--- src/rtl/pq_pkg.sv ---
package pq_pkg;
  localparam int CW        = 96;
  localparam int HDR_BYTES = 32;
  localparam int REC_BYTES = 16;
  localparam int LINE_SH   = 6;

  typedef logic [CW-1:0] calc_t;

  typedef enum logic [15:0] {
    RC_SUCCESS   = 16'h0000,
    RC_BAD_INPUT = 16'h0002
  } rc_e;

  typedef enum logic [2:0] {S_IDLE, S_ZERO, S_SCAN, S_EMIT, S_HDR} st_e;

  function automatic calc_t win_end(calc_t s, calc_t lines);
    return s + (lines << LINE_SH);
  endfunction

  function automatic logic ranges_meet(calc_t es, calc_t el, calc_t qs, calc_t qe);
    return !((es >= qe) || ((es + el) <= qs));
  endfunction

  function automatic calc_t line_floor(calc_t a);
    return a & ~calc_t'(63);
  endfunction

  function automatic calc_t clip_lo(calc_t es, calc_t qs);
    calc_t r = line_floor(es);
    return (r > qs) ? r : qs;
  endfunction

  function automatic calc_t clip_hi(calc_t es, calc_t el, calc_t qe);
    calc_t r = line_floor(es) + el;
    return (r < qe) ? r : qe;
  endfunction

  function automatic logic [31:0] span_lines(calc_t lo, calc_t hi);
    calc_t d = (hi - lo) >> LINE_SH;
    return d[31:0];
  endfunction
endpackage

--- src/rtl/pq_clip.sv ---
module pq_clip
  import pq_pkg::*;
#(
  parameter int ADDR_W = 32,
  parameter int ELEN_W = 32
) (
  input  calc_t              q_lo,
  input  calc_t              q_hi,
  input  logic [ADDR_W-1:0]  e_start,
  input  logic [ELEN_W-1:0]  e_len,
  input  logic [2:0]         e_type,
  output logic               hit,
  output logic [127:0]       rec_word
);
  calc_t es, el, lo, hi;
  logic [63:0] addr_f;
  logic [31:0] lines_f;

  always_comb begin
    es      = calc_t'(e_start);
    el      = calc_t'(e_len);
    hit     = ranges_meet(es, el, q_lo, q_hi);
    lo      = clip_lo(es, q_lo);
    hi      = clip_hi(es, el, q_hi);
    addr_f  = lo[63:0] | {61'b0, e_type};
    lines_f = span_lines(lo, hi);
    rec_word = {32'h0, lines_f, addr_f};
  end
endmodule

--- src/rtl/pq_pack.sv ---
module pq_pack #(
  parameter int LANES = 16,
  localparam int SEL_W = $clog2(LANES)
) (
  input  logic [8*LANES-1:0] word,
  input  logic [SEL_W-1:0]   sel,
  output logic [7:0]         byte_o
);
  logic [7:0] lane [LANES];
  for (genvar g = 0; g < LANES; g++) begin : g_lane
    assign lane[g] = word[8*g +: 8];
  end
  assign byte_o = lane[sel];
endmodule

--- src/rtl/pq_engine.sv ---
module pq_engine
  import pq_pkg::*;
#(
  parameter int ADDR_W  = 32,
  parameter int QLEN_W  = 16,
  parameter int ELEN_W  = 32,
  parameter int TS_W    = 64,
  parameter int MAX_REC = 8,
  localparam int CNT_W     = $clog2(MAX_REC + 1),
  localparam int BUF_BYTES = HDR_BYTES + REC_BYTES * MAX_REC,
  localparam int BA_W      = $clog2(BUF_BYTES),
  localparam int OL_W      = $clog2(BUF_BYTES + 1)
) (
  input  logic              clk,
  input  logic              rst_n,
  input  logic              start,
  input  logic [ADDR_W-1:0] q_addr,
  input  logic [QLEN_W-1:0] q_lines,
  input  logic [CNT_W-1:0]  n_entries,
  input  logic              ovf_flag,
  input  logic [TS_W-1:0]   ovf_ts,
  output logic [CNT_W-1:0]  tbl_idx,
  input  logic [ADDR_W-1:0] tbl_start,
  input  logic [ELEN_W-1:0] tbl_len,
  input  logic [2:0]        tbl_type,
  output logic              wr_en,
  output logic [BA_W-1:0]   wr_addr,
  output logic [7:0]        wr_data,
  output logic              done,
  output logic [15:0]       ret_code,
  output logic [OL_W-1:0]   out_len
);
  st_e               st;
  rc_e               rc_q;
  logic [BA_W-1:0]   ptr;
  logic [CNT_W-1:0]  idx, rec_cnt, n_q;
  logic [ADDR_W-1:0] qs_q;
  logic [QLEN_W-1:0] ql_q;
  logic              ovf_q, zeroed_q;
  logic [TS_W-1:0]   ts_q;
  logic [127:0]      rec_q, rec_word, hdr_word, pack_word;
  logic [OL_W-1:0]   out_len_q;
  logic              hit;
  logic [7:0]        pack_byte;
  calc_t             q_lo, q_hi;

  // named internal events for the checker
  logic eng_idle, tbl_rd, q_misaligned, zero_fill_done;
  assign eng_idle       = (st == S_IDLE);
  assign tbl_rd         = (st == S_SCAN) && (idx != n_q);
  assign q_misaligned   = (q_addr[5:0] != 6'd0);
  assign zero_fill_done = zeroed_q;

  assign q_lo = calc_t'(qs_q);
  assign q_hi = win_end(q_lo, calc_t'(ql_q));

  pq_clip #(.ADDR_W(ADDR_W), .ELEN_W(ELEN_W)) u_clip (
    .q_lo(q_lo), .q_hi(q_hi), .e_start(tbl_start), .e_len(tbl_len),
    .e_type(tbl_type), .hit(hit), .rec_word(rec_word)
  );

  assign hdr_word = {32'h0, 16'(rec_cnt), (ovf_q ? 64'(ts_q) : 64'h0),
                     8'h00, (ovf_q ? 8'h02 : 8'h00)};
  assign pack_word = (st == S_HDR) ? hdr_word : rec_q;

  pq_pack #(.LANES(REC_BYTES)) u_pack (
    .word(pack_word), .sel(ptr[3:0]), .byte_o(pack_byte)
  );

  always_ff @(posedge clk) begin
    if (!rst_n) begin
      st <= S_IDLE; rc_q <= RC_SUCCESS; ptr <= '0; idx <= '0;
      rec_cnt <= '0; n_q <= '0; qs_q <= '0; ql_q <= '0; ovf_q <= 1'b0;
      ts_q <= '0; rec_q <= '0; out_len_q <= '0; zeroed_q <= 1'b0; done <= 1'b0;
    end else begin
      done <= 1'b0;
      case (st)
        S_IDLE: if (start) begin
          qs_q <= q_addr; ql_q <= q_lines; ovf_q <= ovf_flag; ts_q <= ovf_ts;
          n_q <= (n_entries > CNT_W'(MAX_REC)) ? CNT_W'(MAX_REC) : n_entries;
          ptr <= '0; idx <= '0; rec_cnt <= '0; zeroed_q <= 1'b0;
          if (q_misaligned) begin
            done <= 1'b1; rc_q <= RC_BAD_INPUT; out_len_q <= '0;
          end else begin
            st <= S_ZERO;
          end
        end
        S_ZERO: if (ptr == BA_W'(BUF_BYTES - 1)) begin
          st <= S_SCAN; ptr <= '0; zeroed_q <= 1'b1;
        end else ptr <= ptr + 1'b1;
        S_SCAN: if (idx == n_q) begin
          st <= S_HDR; ptr <= '0;
        end else if (hit) begin
          rec_q <= rec_word; st <= S_EMIT; ptr <= '0;
        end else idx <= idx + 1'b1;
        S_EMIT: if (ptr == BA_W'(REC_BYTES - 1)) begin
          rec_cnt <= rec_cnt + 1'b1; idx <= idx + 1'b1; st <= S_SCAN;
        end else ptr <= ptr + 1'b1;
        S_HDR: if (ptr == BA_W'(REC_BYTES - 1)) begin
          st <= S_IDLE; done <= 1'b1; rc_q <= RC_SUCCESS;
          out_len_q <= OL_W'(HDR_BYTES + REC_BYTES * int'(rec_cnt));
        end else ptr <= ptr + 1'b1;
        default: st <= S_IDLE;
      endcase
    end
  end

  always_comb begin
    wr_en   = 1'b0;
    wr_addr = ptr;
    wr_data = 8'h00;
    case (st)
      S_ZERO: wr_en = 1'b1;
      S_EMIT: begin
        wr_en   = 1'b1;
        wr_addr = BA_W'(HDR_BYTES + REC_BYTES * int'(rec_cnt) + int'(ptr));
        wr_data = pack_byte;
      end
      S_HDR: begin
        wr_en   = 1'b1;
        wr_data = pack_byte;
      end
      default: ;
    endcase
  end

  assign tbl_idx  = idx;
  assign ret_code = 16'(rc_q);
  assign out_len  = out_len_q;
endmodule

--- config.mk ---
export PLATFORM = sky130hd
export DESIGN_NAME = pq_engine
export DESIGN_NICKNAME = d
export VERILOG_FILES = /design/src/rtl/pq_pkg.sv /design/src/rtl/pq_clip.sv /design/src/rtl/pq_pack.sv /design/src/rtl/pq_engine.sv
export SDC_FILE = /design/constraint.sdc
export NUM_CORES = 1
export LEC_CHECK = 0
export ABC_AREA = 1
export BUFFER_PORTS_ARGS = -buffer_cell sky130_fd_sc_hd__buf_2
export CAP_MARGIN = 20
export CORE_ASPECT_RATIO = 1.1
export CORE_MARGIN = 2
export CORE_UTILIZATION = 65
export DETAILED_ROUTE_END_ITERATION = 10
export PLACE_DENSITY = 0.85
export SLEW_MARGIN = 0
export SYNTH_ARGS = -nofsm -noshare
export SYNTH_HDL_FRONTEND = slang
export SYNTH_HIERARCHICAL = 1
export SYNTH_SLANG_ARGS = --single-unit
--- constraint.sdc ---
create_clock -name clk -period 10.45 [get_ports clk]
set_input_delay 1.5675 -clock clk [delete_from_list [all_inputs] [get_ports clk]]
set_output_delay 1.5675 -clock clk [all_outputs]
set_load 0.02 [all_outputs]
### After elaboration in Yosys (flattened, before gate mapping)

Index checks and enable logic that the tools add are counted.

| storage, ports and cells | value |
|---|---|
| flip-flop bits (word level) | 257 |
| input bits | 187 |
| output and inout bits | 46 |
| logic and storage cells | 110 |

| operators by class | value |
|---|---|
| $add $sub $neg | 9 |
| $lt $le $gt $ge | 6 |
| eq/ne operators | 17 |
| mux-type cells | 45 |
| bitwise logic cells | 4 |
| reductions and logical operators | 16 |

Operators with widths:

| kind | count |
|---|---|
| $le 96x32->1 | 1 |
| $lt 96x33->1 | 1 |
| $mux 8 | 12 |
| $mux 96 | 1 |
| $add 32x32->33 | 2 |
| $mux 64 | 1 |
| $mux 16 | 3 |
| $sub 38x38->38 | 1 |
| $add 32x22->33 | 1 |
| $ge 32x33->1 | 1 |
| $mux 33 | 1 |
| $bmux 8 s4 | 1 |
| $gt 32x32->1 | 1 |
| $mux 32 | 1 |
| $or 32x3->32 | 1 |
| $pmux 16 s2 | 1 |
| $pmux 8 s4 | 1 |
| $mux 4 | 6 |
| $mux 3 | 7 |
| $pmux 8 s2 | 1 |
| $pmux 3 s5 | 1 |
| $ne 2x2->1 const B | 6 |
| $pmux 4 s3 | 1 |
| $add 4x1->4 const B | 2 |
| other kinds (32) | 42 |

### Logic depth before layout (Yosys ltp)

Gate-level depths: netlist of run 1.

| logic depth | value |
|---|---|
| word-level depth | 6 |
| mapped depth | 41 |
| depth with buffers taken out | 39 |

### Modules after synthesis

The synthesis of run 1 kept the hierarchy.

By module, submodules not included:

| module | times used | cells each | area an instance (sq um) | seq. area each (sq um) |
|---|---|---|---|---|
| pq_engine | 1 | 1,741 | 12,522.0 | 5,405.2 |
| pq_clip | 1 | 1,555 | 9,018.6 | 0.0 |
| pq_pack | 1 | 388 | 1,656.6 | 0.0 |

### Least setup slack after synthesis of run 1

No wires, ideal clock.

| timing | value |
|---|---|
| kind | in2reg |
| from | in tbl_start[11] |
| to | reg rec_q[95] |
| setup time | 70 ps |
| arrival time | 6,219 ps |
| required time | 10,380 ps |
| setup slack | 4,161 ps |
| cell stages on the path | 35 |
| buffers on the path | 3 |
| cells stage by stage | ha_1 > clkbuf_1 > a21oi_1 > inv_1 > a21oi_1 > inv_1 > a21oi_1 > nor2_1 > a2111oi_0 > nand2_1 > xor2_1 > ha_1 > nand2_1 > o21ai_0 > nand2_1 > nand2_1 > a21oi_1 > nand2_1 > nand2_1 > nand2_1 > buf_2 > buf_1 > nor2_1 > a21oi_1 > ha_1 > a21oi_1 > o21a_1 > inv_1 > a21oi_1 > nor2_1 > a2111oi_0 > nand3_1 > xor2_1 > o21ai_0 > a21oi_1 |

| on the way | value |
|---|---|
| elaborated cells on any way between the ends | 12 |
| classes of those cells | 3 x add/sub; 4 x order compare; 2 x mux; 1 x bitwise; 2 x reduce/logical |

RTL lines:

| item | line | source |
|---|---|---|
| from (decl) | pq_engine.sv:23 | `input logic [ADDR_W-1:0] tbl_start,` |
| $add 32x32->33 | pq_pkg.sv:34 | `calc_t r = line_floor(es) + el;` |
| $lt 96x33->1 | pq_pkg.sv:35 | `return (r < qe) ? r : qe;` |
| $mux 33 | pq_pkg.sv:35 |  |
| $sub 38x38->38 * | pq_pkg.sv:39 | `calc_t d = (hi - lo) >> LINE_SH;` |
| via rec_word[95] | pq_engine.sv:41 | `logic [127:0] rec_q, rec_word, hdr_word, pack_word;` |
| to (signal assigned) | pq_engine.sv:74 | `ts_q <= '0; rec_q <= '0; out_len_q <= '0; zeroed_q <= 1'b0; done <= 1'b0;` |
| to (signal assigned) | pq_engine.sv:94 | `rec_q <= rec_word; st <= S_EMIT; ptr <= '0;` |
| to (decl) | pq_engine.sv:41 |  |

Mark *: on every way through the listed nets, which the timed path passes. The rest lies on a longest branch.
A chain may end at the register's enable or synchronous reset.

### Final worst setup path of run 1

| timing | value |
|---|---|
| from | in tbl_len[0] |
| to | reg rec_q[65] |

| on the way | value |
|---|---|
| cells in the longest elaborated chain, start to end | 5 |
| elaborated cells on any way between the ends | 9 |
| classes of those cells | 3 x add/sub; 2 x order compare; 1 x mux; 1 x bitwise; 2 x reduce/logical |

Ends and longest elaborated chain:

| item | line | source |
|---|---|---|
| from (decl) | pq_engine.sv:24 | `input logic [ELEN_W-1:0] tbl_len,` |
| branches (longest 5 deep; another with $lt 96x33->1) | n/a |  |

Parallel ways; which one is timed is not known.

==> impl_metrics.toml, run 1 <==
[outcome]
status = "finished clean"

[timing]
worst_pin_slew_ps = 981.9
fin_hold_ws_ps = 451.2
rsz0062_at_grt = "no"
maxSlewHeadroom_pct = 34.54
finalClockSkew_ps = 42.26
hold_viol = 0
fmax_ghz = 0.1433
min_period_over_period_pct = 66.79
finalSetupViolations = 0
setup-tns-final_ps = 0
slew_viol_final = 0
period_minus_slack_ps = 6980

[drt]
via_per_inst = 5.496
routedWlPerCell_um = 16.25
drtAntennaViolNets = 0
drt-initial-drc-count = 2089
dr.pass1.iters = 7
route.detailed.drc = 0
vias = 24130
drt-total-wl_mm = 71.35

[clock_tree]
hold_buffers = 0
ctsResizeCount = 0
cts_root_buf = "clkbuf_16"
post-cts-setup-buffers = 0
cts_tree = "done"
cts.clk_slew.worst_paths_ps = 60
cts.path.max_buffers = 3
cts_max_level = 1
clk_latency_ps = 600
numCtsBuffers = 31
cts_sinks = 270

[place]
gp_congestion = 1.084
dp_hpwl_mm = 55.17
portBuffers = 213

[synthesis]
synthSimpleGateAreaFrac_pct = 23.33
avgSynthCellArea_sq_um = 6.297
synthArstFlopShare_pct = 0
ys.flop_type = "dfxtp_1"
synth_top_cell_by_area = "dfxtp_1"
yosys-top-cells-area = "dfxtp_1 (23%), ha_1 (12%), nand2_1 (11%), a21oi_1 (10%), inv_1 (9.7%)"
yosysMostFrequentCell = "nand2_1"
synth_seq_cells = 270
synth_fa_ha_area_share_pct = 11.89
synth_cell_types = 60
synth_compound_area_share_pct = 21.77
synth-edff-count = 0
netlist_top_cells_count = "nand2_1 (693), inv_1 (602), a21oi_1 (470)"
synthesis.area_sq_um = 23200
synthCells = 3684
yosysWarnings = 6
synth_mux_area_share_pct = 0
synthXorXnorAreaFrac_pct = 3.883
synth_top_area_share_pct = 23.30
synth_top_family_by_area = "simple AND/OR/NAND/NOR gates"
ys_seq_area_share_pct = 23.30

[min_path]
hold_class = "register to register"
min_path_cells = 2

[cells_and_area]
drive_above_1_share_pct = 9.024
num-nets-final = 4329
final-seq-area_sq_um = 5406
syn2layout_area_growth_pct = 9.957
fillers = 3215
multi_input_area_sq_um = 14960
utilization_pct = 72.60

[global_routing]
grt_overflow = 0
grt_use_total_pct = 37.74
grt_pass1_vias = 22390
grt_start_max_net_pins = 110
antenna_found_initial = 1
grt_pass1_wl_mm = 112.3

[setup_path]
crit_slowest_cell = "nor3_1"
cp-end-kind = "register"
crit_fanout = 97
cp_data_required_time_ps = 10920
start_kind = "input pin"
reg2reg_depth = 30
timing.critical_path.mode_cell = "nand2_1"
critPathMaxStageDelay_ps = 570
worstPathArrival_ps = 7450
critPathKind = "input pin to register"

[power_and_ir_drop]
leakage_nw = 12.19
irDropWorstVdd_uv = 126.0
pwr_density_cell_nw_per_um2 = 170.9

[die]
die_h_um = 202.1
initial_core_util_pct = 66.03
row_count = 72
dieArea_sq_um = 37220
core_sq_um = 35130
die_x_um = 184.1
num_io_pins = 233

[job]
maxCapViolCount = 0
metrics by stage:
| stage | instances | cell area [sq um] | power [mW] | worst slack (ps) |
|---|---|---|---|---|
| 6_report | 4390 | 25510 | 4.358 | 3470 |
| 5_1_grt | 4390 | 25510 | 4.646 | 3065 |
| 4_1_cts | 4388 | 25480 | 4.313 | 3254 |
| 3_5_place_dp | 4334 | 24450 | 3.205 | 2685 |
| 3_3_place_gp | 4334 | 24450 | 3.191 | 2619 |
| 2_1_floorplan | 3899 | 24000 | 2.706 | 4161 |
layout make-up:
cell class                 instances  share of cell area (%)
timing repair buffer             230                   4.788
tap                              444                   2.178
multi-input combinational       2772                   58.66
sequential                       270                   21.20
clock inverter                    14                  0.6818
clock buffer                      40                   3.370
inverter                         619                   9.114
antenna                            1                0.009811
final timing paths:
path	startpoint	to	slack (ps)
max reg2reg	qs_q[6]	rec_q[95]	4530
min reg2reg	rec_q[44]	rec_q[44]	450
min	rec_q[44]	rec_q[44]	450
max	tbl_len[0]	rec_q[65]	3470
placed cells by master (no fill, tap or decap), types with 7 or more instances in the layout:
| cell | n |
|---|---|
| nand2_1 | 691 |
| buf_4 | 16 |
| xnor2_1 | 27 |
| nand3_1 | 162 |
| a21oi_2 | 9 |
| o22ai_1 | 64 |
| nor3_1 | 33 |
| o21ai_1 | 48 |
| o21a_1 | 37 |
| o21bai_1 | 7 |
| buf_2 | 212 |
| a211oi_1 | 8 |
| nor2_1 | 320 |
| ha_1 | 214 |
| dfxtp_1 | 269 |
| a21oi_1 | 470 |
| nand4_1 | 28 |
| nor4_1 | 15 |
| nor2_2 | 8 |
| inv_2 | 15 |
| conb_1 | 217 |
| clkbuf_16 | 31 |
| xor2_1 | 74 |
| o21ai_0 | 250 |
| nand2_2 | 19 |
| clkinv_2 | 7 |
| inv_1 | 602 |
| a31oi_1 | 10 |
sequential cells by signal (all words and copies together), names as in the netlist, 3 cells and up:
name	count
rec_cnt	4
rec_q	128
ptr	8
n_q	4
ql_q	16
ts_q	64
qs_q	32
out_len	4
tbl_idx	4
st	3
where the power goes:
group,total (mW),internal [mW],switching [mW]
clock,1.10,0.654,0.451
sequential,1.21,1.14,0.0684
combinational,2.05,0.664,1.38
total,4.36,2.45,1.90
metal layers:
metal | vias to the layer above | part of all wire [%] | GRT usage (%)
met5 | - | 0 | 0
met4 | 0 | 6.3 | 21.03
met3 | 234 | 7.2 | 4.378
met2 | 1012 | 46 | 64.12
met1 | 10740 | 41 | 46.33
li1 | 12140 | - | -
cell families (layout without fill, tap and decap cells):
family                   count (synthesis)  count (layout)
AO/OA/AOI/OAI                          933             933
buffers and inverters                  857             903
other                                    2             218
AND/OR/NAND/NOR                       1302            1302
XOR/XNOR                               102             102
adder cells (fa/ha/maj)                218             218
flip-flops                             270             270
worst max-delay path, delay by kind of cell:
family / cells / cell delay, ps
AO/OA/AOI/OAI: 11 / 1930
AND/OR/NAND/NOR: 9 / 1730
buffers and inverters: 6 / 1050
adder cells (fa/ha/maj): 3 / 930
XOR/XNOR: 1 / 180
Power figures use the tool's default switching activity.
==> inputs of run 2 (changes only) <==
CORE_UTILIZATION = 56   (was 65)
PLACE_DENSITY = 0.77   (was 0.85)
clock period = 5.9 ns   (was 10.45 ns; I/O delays follow)
==> impl_metrics.toml, run 2 (synthesis gave the netlist of run 1 again) <==
[outcome]
status = "finished clean"

[drt]
route.detailed.drc = 0
drt-total-wl_mm = 75.49
routedWlPerCell_um = 15.82
drt-initial-drc-count = 1833
dr.pass1.iters = 6
vias = 24820
drtAntennaViolNets = 0
via_per_inst = 5.201

[timing]
finalClockSkew_ps = 15.55
setup-tns-final_ps = 0
hold_viol = 0
fmax_ghz = 0.1808
worst_pin_slew_ps = 911.3
finalSetupViolations = 0
period_minus_slack_ps = 5532
fin_ws_ps = 367.9
maxSlewHeadroom_pct = 39.25
slew_viol_final = 0
min_period_over_period_pct = 93.76

[cells_and_area]
regMostFlops = "rec_q"
n_antenna_cell = 0
drive_above_1_share_pct = 15.89
syn2layout_area_growth_pct = 20.21
largest_register_ffs = 128
layout_common_cells = "nand2_1 (686), inv_1 (602), a21oi_1 (454), nor2_1 (313), buf_4 (279)"
stdcell_area_sq_um = 27890
largest_registers = "rec_q: 128 flops, ts_q: 64 flops, qs_q: 32 flops"
num-nets-final = 4595
layout_commonest_cell = "nand2_1"

[power_and_ir_drop]
leakage_nw = 13.50
irDropWorstVdd_uv = 203.4
pwr_density_cell_nw_per_um2 = 294.9

[setup_path]
cp-end-kind = "register"
cp_data_required_time_ps = 6400
timing.critical_path.mode_cell = "a21oi_1"
worstPathArrival_ps = 6030
crit_slowest_cell = "ha_1"
critPathMaxStageDelay_ps = 320
crit_fanout = 34
start_kind = "input pin"
critPathKind = "input pin to register"

[global_routing]
grt_overflow = 0
grt_pass1_vias = 23060
antenna_found_initial = 0
grt_start_max_net_pins = 152
grt_pass1_wl_mm = 117.1
grt_use_total_pct = 34.37

[place]
gp_congestion = 1.030
placed_cell_area_sq_um = 26620
dp_hpwl_mm = 59.41
dp_slack_ps = -375.0
portBuffers = 213

[die]
row_count = 78
num_io_pins = 233
die_x_um = 198.1
core_sq_um = 41090
initial_core_util_pct = 56.46
dieArea_sq_um = 43070
die_h_um = 217.5

[clock_tree]
cts.path.max_buffers = 3
cts_root_buf = "clkbuf_16"
cts_tree = "done"
cts_max_level = 1
clk_latency_ps = 570
cts_sinks = 270
cts.clk_slew.worst_paths_ps = 70
hold_buffers = 0
numCtsBuffers = 28

[min_path]
hold_class = "register to register"

[job]
maxCapViolCount = 0
==> run 2: what timing repair did <==
action                                  4_1_cts  5_1_grt
endpoints found under the setup margin        0       30
setup buffers                                 0        7
gates resized for setup                       0       58
==> run 2: per-layer routing <==
metal	global-route usage [%]	wire length [um]
met3	2.490	3913
met2	60.95	36080
met1	41.30	30890
met4	18.62	4602
met5	0	0
==> run 2: path summary, 6_finish.rpt <==
path / start / to / slack, ps / cells past startpoint
setup reg to reg: qs_q[6] / rec_q[92] / 450 / 33
hold reg to reg: rec_q[83] / rec_q[83] / 450 / 2
hold / removal: rec_q[83] / rec_q[83] / 450 / 2
setup / recovery: tbl_start[18] / rec_q[92] / 370 / 35
==> run 2: worst max-delay path: cells and delay by family <==
| kind | cells | cell delay (ps) |
|---|---|---|
| simple gates | 8 | 780 |
| buf+inv | 8 | 1030 |
| compound gates | 14 | 2190 |
| fa+ha+maj | 3 | 850 |
| xor+xnor | 2 | 290 |
==> run 2: final cells by class <==
cell class                 instances  area (sq um)
clock inverter                    14         133.9
timing repair buffer             499          3321
sequential                       270          5406
fill                            3927         13200
multi-input combinational       2772         15190
inverter                         619          2325
clock buffer                      37         805.8
tap                              560         700.7
==> run 2: per-stage QoR <==
stage / hold WS, ps / total power, mW / utilization (%) / instances
floorplan: 423.7 / 4.792 / - / 3899
global placement: 437.1 / 6.188 / 64.78 / 4711
detailed placement: 437.0 / 6.233 / 64.78 / 4711
CTS: 447.0 / 8.078 / 67.07 / 4762
global route: 467.6 / 8.791 / 67.87 / 4771
finish: 448.3 / 8.223 / 67.87 / 4771
==> run 2: report_power, final <==
part | switching [mW] | internal, mW | leakage, nW
Clock | 0.797 | 1.05 | 0.457
Combinational | 2.61 | 1.64 | 10.8
Sequential | 0.118 | 2.01 | 2.20
Total | 3.52 | 4.70 | 13.5
==> inputs of run 3 (changes only) <==
CORE_UTILIZATION = 57   (was 56)
CTS_BUF_LIST = sky130_fd_sc_hd__clkbuf_2 sky130_fd_sc_hd__clkbuf_4 sky130_fd_sc_hd__clkbuf_8   (was default)
PLACE_DENSITY = 0.78   (was 0.77)
RECOVER_POWER = 50   (was default)
==> impl_metrics.toml, run 3 (synthesis gave the netlist of run 1 again) <==
[cells_and_area]
drive_above_1_share_pct = 15.05
syn2layout_area_growth_pct = 18.83
regMostFlops = "rec_q"
num-nets-final = 4609
largest_register_ffs = 128
largest_registers = "rec_q: 128 flops, ts_q: 64 flops, qs_q: 32 flops"
fillers = 3778
layout_commonest_cell = "nand2_1"
utilization_pct = 68.62
layout_common_cells = "nand2_1 (692), inv_1 (605), a21oi_1 (465), nor2_1 (320), buf_4 (274)"

[global_routing]
antenna_found_initial = 1
grt_use_total_pct = 34.80
grt_overflow = 0
grt_start_max_net_pins = 105
grt_pass1_vias = 22780
grt_pass1_wl_mm = 116.5

[clock_tree]
clk_latency_ps = 640
cts.path.max_buffers = 3
cts.clk_slew.worst_paths_ps = 70
hold_buffers = 0
numCtsBuffers = 45
cts_tree = "done"
cts_sinks = 270
cts_root_buf = "clkbuf_8"
cts_max_level = 2

[place]
dp_slack_ps = -389.1
gp_congestion = 1.033
portBuffers = 213
dp_hpwl_mm = 59.40

[die]
dieArea_sq_um = 42330
die_x_um = 196.3
die_h_um = 215.6
row_count = 77
initial_core_util_pct = 57.74
num_io_pins = 233
core_sq_um = 40170

[setup_path]
crit_slowest_cell = "xor2_1"
rrSetupSlack_ps = 350
crit_fanout = 27
worstPathArrival_ps = 6240
start_kind = "input pin"
timing.critical_path.mode_cell = "a21oi_1"
cp_data_required_time_ps = 6450
critPathMaxStageDelay_ps = 340
critical_path_buf_inv_count = 5
crit_family = "compound AO/OA/AOI/OAI gates"
critPathKind = "input pin to register"
cp-end-kind = "register"

[outcome]
violations = "max-capacitance violations, max-slew violations"
status = "finished, violations left"

[power_and_ir_drop]
pwr_density_cell_nw_per_um2 = 293.1
irDropWorstVdd_uv = 146.6
leakage_nw = 13.42
total_power_mw = 8.079

[timing]
slew_viol_final = 202
period_minus_slack_ps = 5687
rsz0062_at_grt = "no"
worst_pin_slew_ps = 3275
maxSlewHeadroom_pct = -118.3
hold_viol = 0
min_period_over_period_pct = 96.39
fin_ws_ps = 213.0
finalSetupViolations = 0
fmax_ghz = 0.1758
finalClockSkew_ps = 30.19

[drt]
routedWlPerCell_um = 15.88
vias = 24860
drtAntennaViolNets = 0
route.detailed.drc = 0
via_per_inst = 5.231
drt-initial-drc-count = 1931
dr.pass1.iters = 6
drt-total-wl_mm = 75.44

[job]
maxCapViolCount = 4

[min_path]
hold_class = "register to register"
==> run 3: per-layer routing <==
layer	wire [um]	GRT usage, %
met1	30620	41.10
met2	35680	60.67
met3	4403	4.094
met4	4740	20.33
met5	0	0
==> run 3: power by group <==
group | internal [mW] | total (mW) | switching (mW) | leakage [nW]
clock network | 0.940 | 1.76 | 0.820 | 0.511
logic | 1.62 | 4.19 | 2.57 | 10.7
registers | 2.01 | 2.13 | 0.116 | 2.20
==> run 3: final timing paths <==
kind	start	to	cells after the start
worst max-delay path	tbl_start[22]	rec_q[95]	32
worst max register to register	qs_q[6]	rec_q[95]	33
worst min register to register	rec_q[115]	rec_q[115]	2
worst min-delay path	rec_q[115]	rec_q[115]	2
==> run 3: layout make-up <==
type / count / area, sq um / area share [%]
Multi-Input combinational cell: 2772 / 15010 / 54.47
Clock buffer: 70 / 863.3 / 3.132
Clock inverter: 11 / 80.08 / 0.2905
Antenna cell: 1 / 2.502 / 0.009078
Timing Repair Buffer: 496 / 3234 / 11.73
Tap cell: 513 / 641.9 / 2.328
Inverter: 619 / 2325 / 8.433
Sequential cell: 270 / 5405 / 19.61
==> run 3: worst min-delay path, stage by stage (launching register included) <==
cell and delay, ps:
dfxtp_1 300, inv_1 60, a21oi_1 50
==> run 3: through the flow <==
step / instances / setup TNS [ps] / hold WS (ps) / instance area (sq um)
floorplan: 3899 / 0 / 423.7 / 24000
global placement: 4667 / -4567 / 438.0 / 26570
detailed placement: 4667 / -6311 / 442.2 / 26570
CTS: 4748 / 0 / 449.7 / 27510
global route: 4752 / 0 / 462.9 / 27570
finish: 4752 / 0 / 450.8 / 27570
==> run 3: what timing repair did <==
item,CTS,global route
endpoints found under the setup margin,0,28
buffers inserted,0,2
gates resized for setup,0,20
